[config.mk]
export PLATFORM = sky130hd
export DESIGN_NAME = evt_latch_bank
export DESIGN_NICKNAME = d
export VERILOG_FILES = /design/src/rtl/evt_latch_pkg.sv /design/src/rtl/evt_rise_detect.sv /design/src/rtl/evt_latch_bit.sv /design/src/rtl/evt_irq_ctrl.sv /design/src/rtl/evt_latch_bank.sv
export SDC_FILE = /design/constraint.sdc
export NUM_CORES = 1
export LEC_CHECK = 0
export BUFFER_PORTS_ARGS = -buffer_cell sky130_fd_sc_hd__buf_2
export CORE_ASPECT_RATIO = 1.75
export CORE_MARGIN = 2
export CORE_UTILIZATION = 45
export CTS_CLUSTER_SIZE = 25
export DETAILED_ROUTE_END_ITERATION = 7
export PLACE_DENSITY = 0.75
export SYNTH_ARGS = -nofsm -noshare
export SYNTH_HDL_FRONTEND = slang
export SYNTH_SLANG_ARGS = --single-unit
[constraint.sdc]
create_clock -name clk -period 0.8 [get_ports clk]
set_input_delay 0 -clock clk [delete_from_list [all_inputs] [get_ports clk]]
set_output_delay 0 -clock clk [all_outputs]
set_load 0.05 [all_outputs]
[src/rtl/evt_latch_pkg.sv]
// Package: shared encodings for the latched event status bank.
// Assumes: nothing beyond IEEE 1800-2017.
package evt_latch_pkg;

    typedef enum logic {
        CLR_W1C  = 1'b0,
        CLR_READ = 1'b1
    } clr_mode_e;

    typedef enum logic {
        SEL_FLAGS  = 1'b0,
        SEL_IRQ_EN = 1'b1
    } reg_sel_e;

endpackage

[src/rtl/evt_rise_detect.sv]
// Module: evt_rise_detect
// Registers the previous value of each live input and flags 0-to-1 steps.
// Assumes: inputs are synchronous to clk; the previous value resets to 0.
module evt_rise_detect #(
    parameter int WIDTH = 8
) (
    input  logic             clk,
    input  logic             rst_n,
    input  logic [WIDTH-1:0] sig_in,
    output logic [WIDTH-1:0] rise
);

    logic [WIDTH-1:0] prev_q;

    // Purpose: remember last cycle's input value.
    always_ff @(posedge clk) begin
        if (!rst_n) prev_q <= '0;
        else        prev_q <= sig_in;
    end

    // Purpose: a rise is high now, low last cycle.
    always_comb rise = sig_in & ~prev_q;

endmodule

[src/rtl/evt_latch_bit.sv]
// Module: evt_latch_bit
// One sticky flag: set by an event, cleared by a request or data-path clear.
// Assumes: a data-path clear overrides everything; an event overrides a request.
module evt_latch_bit (
    input  logic clk,
    input  logic rst_n,
    input  logic evt,
    input  logic clr_req,
    input  logic dp_clr,
    output logic q
);

    logic q_next;

    // Purpose: choose the next flag value by priority.
    always_comb begin
        if (dp_clr)       q_next = 1'b0;
        else if (evt)     q_next = 1'b1;
        else if (clr_req) q_next = 1'b0;
        else              q_next = q;
    end

    // Purpose: hold the flag.
    always_ff @(posedge clk) begin
        if (!rst_n) q <= 1'b0;
        else        q <= q_next;
    end

    p_dp_clear_r8: assert property (@(posedge clk) disable iff (!rst_n)
        dp_clr |=> !q);
    p_event_sets_r2: assert property (@(posedge clk) disable iff (!rst_n)
        (evt && !dp_clr) |=> q);
    p_request_clears_r3: assert property (@(posedge clk) disable iff (!rst_n)
        (clr_req && !evt && !dp_clr) |=> !q);
    p_hold_r2: assert property (@(posedge clk) disable iff (!rst_n)
        (!evt && !clr_req && !dp_clr) |=> $stable(q));

endmodule

[src/rtl/evt_irq_ctrl.sv]
// Module: evt_irq_ctrl
// Holds the per-flag interrupt enable register and forms the interrupt line.
// Assumes: the enable register is written only when the bus selects it.
module evt_irq_ctrl #(
    parameter int WIDTH = 8
) (
    input  logic             clk,
    input  logic             rst_n,
    input  logic             en_wr,
    input  logic [WIDTH-1:0] en_wdata,
    input  logic [WIDTH-1:0] flags,
    output logic [WIDTH-1:0] irq_en,
    output logic             irq
);

    // Purpose: store the interrupt enables.
    always_ff @(posedge clk) begin
        if (!rst_n)     irq_en <= '0;
        else if (en_wr) irq_en <= en_wdata;
    end

    // Purpose: OR of enabled flags.
    always_comb irq = |(flags & irq_en);

    p_en_write_r10: assert property (@(posedge clk) disable iff (!rst_n)
        en_wr |=> (irq_en == $past(en_wdata)));
    p_en_hold_r10: assert property (@(posedge clk) disable iff (!rst_n)
        !en_wr |=> $stable(irq_en));

endmodule

[src/rtl/evt_latch_bank.sv]
// Module: evt_latch_bank (top)
// Bank of sticky event flags behind a single-register read/write port, with
// clear-on-read or write-one-to-clear selectable, data-path clear and interrupt.
// Assumes: bus_rd and bus_wr are never high together; one cycle per access.
module evt_latch_bank
    import evt_latch_pkg::*;
#(
    parameter int WIDTH = 8
) (
    input  logic             clk,
    input  logic             rst_n,
    input  logic             clr_on_rd,
    input  logic             dp_clr,
    input  logic [WIDTH-1:0] src_en,
    input  logic [WIDTH-1:0] status_in,
    input  logic             bus_rd,
    input  logic             bus_wr,
    input  logic             bus_sel,
    input  logic [WIDTH-1:0] bus_wdata,
    output logic [WIDTH-1:0] bus_rdata,
    output logic             irq
);

    clr_mode_e        mode;
    reg_sel_e         sel;
    logic [WIDTH-1:0] rise;
    logic [WIDTH-1:0] evt;
    logic [WIDTH-1:0] flags;
    logic [WIDTH-1:0] clr_req;
    logic [WIDTH-1:0] irq_en;
    logic             read_clr_hit;
    logic             write_clr_hit;
    logic             en_wr;

    // Purpose: decode mode and register select into typed form.
    always_comb begin
        mode = clr_mode_e'(clr_on_rd);
        sel  = reg_sel_e'(bus_sel);
    end

    evt_rise_detect #(.WIDTH(WIDTH)) u_rise (
        .clk    (clk),
        .rst_n  (rst_n),
        .sig_in (status_in),
        .rise   (rise)
    );

    // Purpose: qualify rises by source enable and form per-bit clear requests.
    always_comb begin
        evt           = rise & src_en;
        read_clr_hit  = bus_rd && (sel == SEL_FLAGS) && (mode == CLR_READ);
        write_clr_hit = bus_wr && (sel == SEL_FLAGS) && (mode == CLR_W1C);
        en_wr         = bus_wr && (sel == SEL_IRQ_EN);
        clr_req       = ({WIDTH{read_clr_hit}} & flags)
                      | ({WIDTH{write_clr_hit}} & bus_wdata);
    end

    for (genvar i = 0; i < WIDTH; i++) begin : g_bit
        evt_latch_bit u_bit (
            .clk     (clk),
            .rst_n   (rst_n),
            .evt     (evt[i]),
            .clr_req (clr_req[i]),
            .dp_clr  (dp_clr),
            .q       (flags[i])
        );
    end

    evt_irq_ctrl #(.WIDTH(WIDTH)) u_irq (
        .clk      (clk),
        .rst_n    (rst_n),
        .en_wr    (en_wr),
        .en_wdata (bus_wdata),
        .flags    (flags),
        .irq_en   (irq_en),
        .irq      (irq)
    );

    // Purpose: return the selected register.
    always_comb bus_rdata = (sel == SEL_IRQ_EN) ? irq_en : flags;

    p_no_dual_strobe: assert property (@(posedge clk) disable iff (!rst_n)
        !(bus_rd && bus_wr));
    p_disabled_no_set_r9: assert property (@(posedge clk) disable iff (!rst_n)
        1'b1 |=> ((flags & ~$past(flags) & ~$past(src_en)) == '0));
    p_read_w1c_keeps_r7: assert property (@(posedge clk) disable iff (!rst_n)
        (bus_rd && !clr_on_rd && !dp_clr) |=> ((flags & $past(flags)) == $past(flags)));
    p_cor_write_keeps_r7: assert property (@(posedge clk) disable iff (!rst_n)
        (bus_wr && !bus_sel && clr_on_rd && !dp_clr) |=> ((flags & $past(flags)) == $past(flags)));

endmodule

; ---- Word-level counts from Yosys, hierarchy flattened
; Cells that the tools add are included.
[classes]
n_mux = 17
bitwise_logic = 10
reduce_logical = 15
[op_table]
columns = cell, count
row1 = $and 8x8->8, 5
row2 = $mux 1, 16
row3 = $reduce_bool 2->1, 8
row4 = $mux 8, 1
row5 = $not 8->8, 1
row6 = $or 8x8->8, 1
row7 = $reduce_or 8->1, 1
row8 = $logic_and 1x1->1, 5
row9 = $not 1->1, 3
row10 = $reduce_or 2->1, 1
[totals]
regBits = 24
out_inout_bits = 9
wordCells = 52

; ---- Depth between registers and ports, before layout
[depth]
depth_word = 7
depth_mapped = 5
depth_no_buf = 3

; ---- Modules after synthesis
; From an unflattened synthesis, not the netlist that was laid out.
[unflattened]
cells_unflattened = 132
area_unflattened_um2 = 1247.4
[modules_own_cells]
columns = mod, n_inst, cells_per_inst, area_each_um2, seq_area_each_um2
row1 = evt_irq_ctrl, 1, 30, 337.8, 160.2
row2 = evt_latch_bank, 1, 46, 329.1, 0.0
row3 = evt_latch_bit, 8, 4, 40.0, 20.0
row4 = evt_rise_detect, 1, 24, 260.2, 160.2

; ---- Worst setup path after synthesis
; No wires, ideal clock.
[synth_path]
kind = register -> output
start = reg u_irq.irq_en[3]
end = out irq
t_arrival_ns = 0.966
path_slack_ns = -0.166
path_stages_with_launch = 3
path_buffers = 0
path_cell_list = dfxtp_1 > a22oi_1 > nand4_1
[synth_between]
elab_chain_cells = 2
[synth_rtl]
columns = element, line
row1 = from (decl), evt_irq_ctrl.sv:12  ; output logic [WIDTH-1:0] irq_en,
row2 = from (signal assigned), evt_irq_ctrl.sv:19  ; else if (en_wr) irq_en <= en_wdata;
row3 = $and 8x8->8, evt_irq_ctrl.sv:23  ; always_comb irq = |(flags & irq_en);
row4 = $reduce_or 8->1, evt_irq_ctrl.sv:23
row5 = to (decl), evt_latch_bank.sv:21  ; output logic irq
; No other way between the ends.

; ---- Final worst setup path
[layout_path]
start = reg u_irq.irq_en[0]
end = out irq
; The elaborated chain is that of the path after synthesis.

==> metrics.yaml <==
logic_synthesis:
  synth-simple-area-share: 0.2279
  avgSynthCellArea_sq_um: 9.135
  ys_seq_elements: 24
  synthAdderAreaFrac: 0
  yosysSeqAreaShare: 0.4655
  synth_top_family_by_area: "simple AND/OR/NAND/NOR gates"
  syn_inst: 113
  synth-compound-area-share: 0.1721
  muxShareOfSynthArea: 0.08727
  synth_area_sq_mm: 0.001032
  yosysUniqueCellTypes: 19
  yosys_warnings: 0
  synthesis.nets: 144
  synth_xor_area_frac: 0
critical_path:
  startpoint_type: "flop"
  crit_family: "flip-flops"
  max_stage_delay_ns: 0.33
  path_buf_inv: 1
  criticalPathCategory: "reg2out"
  cp_data_arrival_time_ns: 1.10
  worstSetupEndpointType: "output port"
  cp.required_ns: 0.80
  crit_chain: "a22oi_2, nand4_1, buf_6"
  worstPathMaxFanout: 3
  crit_path_top_delay_cell: "dfxtp_2"
global_routing:
  antenna_found_initial: 0
  grt-ovfl-total: 0
  grt_pass1_vias: 995
  grt_pass1_wl_mm: 4.167
  gr-usage-all-layers: 0.2282
  grt_max_degree: 17
clock_tree:
  cts_setup_buffers: 0
  cts_max_path_buffers: 2
  cts_max_level: 1
  clk_latency_ns: 0.26
  cts.sinks: 24
  cts_tree: "done"
  cts_inserted_buffers: 3
  clk_pin_slew_ns: 0.08
  cts_root_buf: "clkbuf_8"
flow_run:
  maxCapViolCount: 0
detailed_routing:
  wl_per_cell_microns: 13.69
  first_pass_iters: 4
  drtAntennaViolNets: 0
  wirelength_mm: 2.643
  num_vias: 1017
  drt_iter0_markers: 24
  drc: 0
  viasPerCell: 5.269
cells_and_area:
  fill_cells: 173
  multiInputGateArea_sq_um: 535.5
  final_cell_area_sq_mm: 0.001555
  areaGrowthSynthToFinish_pct: 50.67
  layout.nets: 201
  register_area_sq_um: 500.5
  n_antenna_cell: 0
  utilization: 0.6929
  layout-drive-gt1-share: 0.4702
place:
  place_area_sq_mm: 0.001270
  dp_slack_ns: -0.1492
  port_buffers: 39
  gp_congestion: 0.7605
  place_hpwl_mm: 1.967
pwr:
  vdd_drop_max_uv: 1205
  power_leakage_nw: 0.6595
  report.power.total_mw: 2.458
  power_density_mw_per_mm2: 1581
timing:
  finalHoldViolCount: 0
  rsz0062_at_grt: "true"
  fin_ws_ns: -0.3027
  relSlewSlack: 0.7688
  finClkSkew_ns: 0.0009624
  slew_viol_final: 0
  fmax_ghz: 0.9068
  period_needed_ns: 1.103
  setup_viol: 9
  tightest_slew_ns: 0.3468
  setup-tns-final_ns: -2.186
  fin_crit_sh: 1.378
die:
  dieArea_sq_mm: 0.002708
  num_rows: 23
  start_util: 0.4599
  die_x_microns: 40.21
  coreArea_sq_mm: 0.002245
  pin_count: 40
  die_h_microns: 67.36
hold_path:
  hold_path_class: "in2reg"
run_status:
  violations: "setup timing"
  status: "finished, violations left"
-- worst reg2reg max path: cells and delay by family (launching register included) --
kind,cells,cell delay [ns]
simple gates,1,0.05
flops,1,0.35
compound gates,1,0.19
-- cell usage in the layout (no fill, tap or decap), types with 2 or more instances in the layout --
| cell type | count |
|---|---|
| a21boi_0 | 8 |
| a22oi_2 | 3 |
| and2_1 | 8 |
| buf_2 | 30 |
| buf_4 | 8 |
| buf_6 | 5 |
| buf_8 | 4 |
| clkbuf_8 | 3 |
| dfxtp_1 | 8 |
| dfxtp_2 | 16 |
| dlygate4sd3_1 | 12 |
| mux2_2 | 4 |
| mux2_4 | 4 |
| nand2_1 | 17 |
| nand3_1 | 14 |
| nand4b_1 | 2 |
| o21ai_1 | 10 |
| o22ai_1 | 6 |
-- through the flow --
step	hold slack (ns)	instances
after floorplan	0.1217	113
after CTS	0.003062	193
final	0.004974	193
after global placement	0.2153	178
after detailed placement	0.2217	178
after global routing	0.006741	193
-- kinds of logic (layout without fill, tap and decap cells) --
family,count (synthesis),count (layout)
flops,24,24
mux,8,8
simple gates,46,46
compound gates,28,28
buf+inv,7,62
-- worst paths after layout --
check	end	cells past startpoint	slack [ns]	startpoint
max	irq	3	-0.30	u_irq.irq_en[0]
min	u_irq.irq_en[5]	3	0.005	bus_wdata[5]
max reg2reg	u_irq.irq_en[6]	2	0.13	u_irq.irq_en[6]
min reg2reg	g_bit[2].u_bit.q	1	0.40	u_rise.prev_q[2]
-- Yosys cell counts --
library cell | count | share of area
dfxtp_1 | 24 | 0.47
nand2_1 | 17 | 0.062
nand3_1 | 14 | 0.068
o21ai_1 | 10 | 0.048
a21boi_0 | 8 | 0.058
and2_1 | 8 | 0.048
mux2_2 | 8 | 0.087
o22ai_1 | 6 | 0.036
a22oi_1 | 4 | 0.029
buf_2 | 3 | 0.015
buf_6 | 2 | 0.022
nand4b_1 | 2 | 0.017
and2b_1 | 1 | 0.0073
buf_4 | 1 | 0.0073
clkbuf_1 | 1 | 0.0036
nand2_2 | 1 | 0.0061
nand3b_1 | 1 | 0.0073
nand4_1 | 1 | 0.0061
or2_1 | 1 | 0.0061
-- per-layer routing --
layer / vias up / global-route usage / wire length [microns]
met4: 0 / 0.1250 / 60
li1: 515 / - / -
met5: - / 0 / 0
met3: 5 / 0.01974 / 86
met2: 26 / 0.4214 / 1523
met1: 471 / 0.2313 / 972
-- state kept, by name, summed over array words and instances, names as in the netlist --
register       cells
g_bit.u_bit.q      8
u_irq.irq_en       8
u_rise.prev_q      8
-- where the power goes --
part	switching [mW]	total, mW	internal (mW)
logic	0.227	0.466	0.239
registers	0.0357	1.29	1.25
clock network	0.366	0.703	0.337
total	0.629	2.46	1.83
-- layout make-up --
cell class,instances,share of cell area
tap,25,0.02011
sequential,24,0.3218
multi-input combinational,82,0.3443
clock buffer,3,0.02655
timing repair buffer,59,0.2872
-- what timing repair did --
item,CTS,global route
hold buffers,12,0
pin swaps,2,3
endpoints found under the setup margin,9,10
resized for setup,40,6
hold endpoints to repair,12,0
Note: power is estimated with default switching activity, not from simulation.
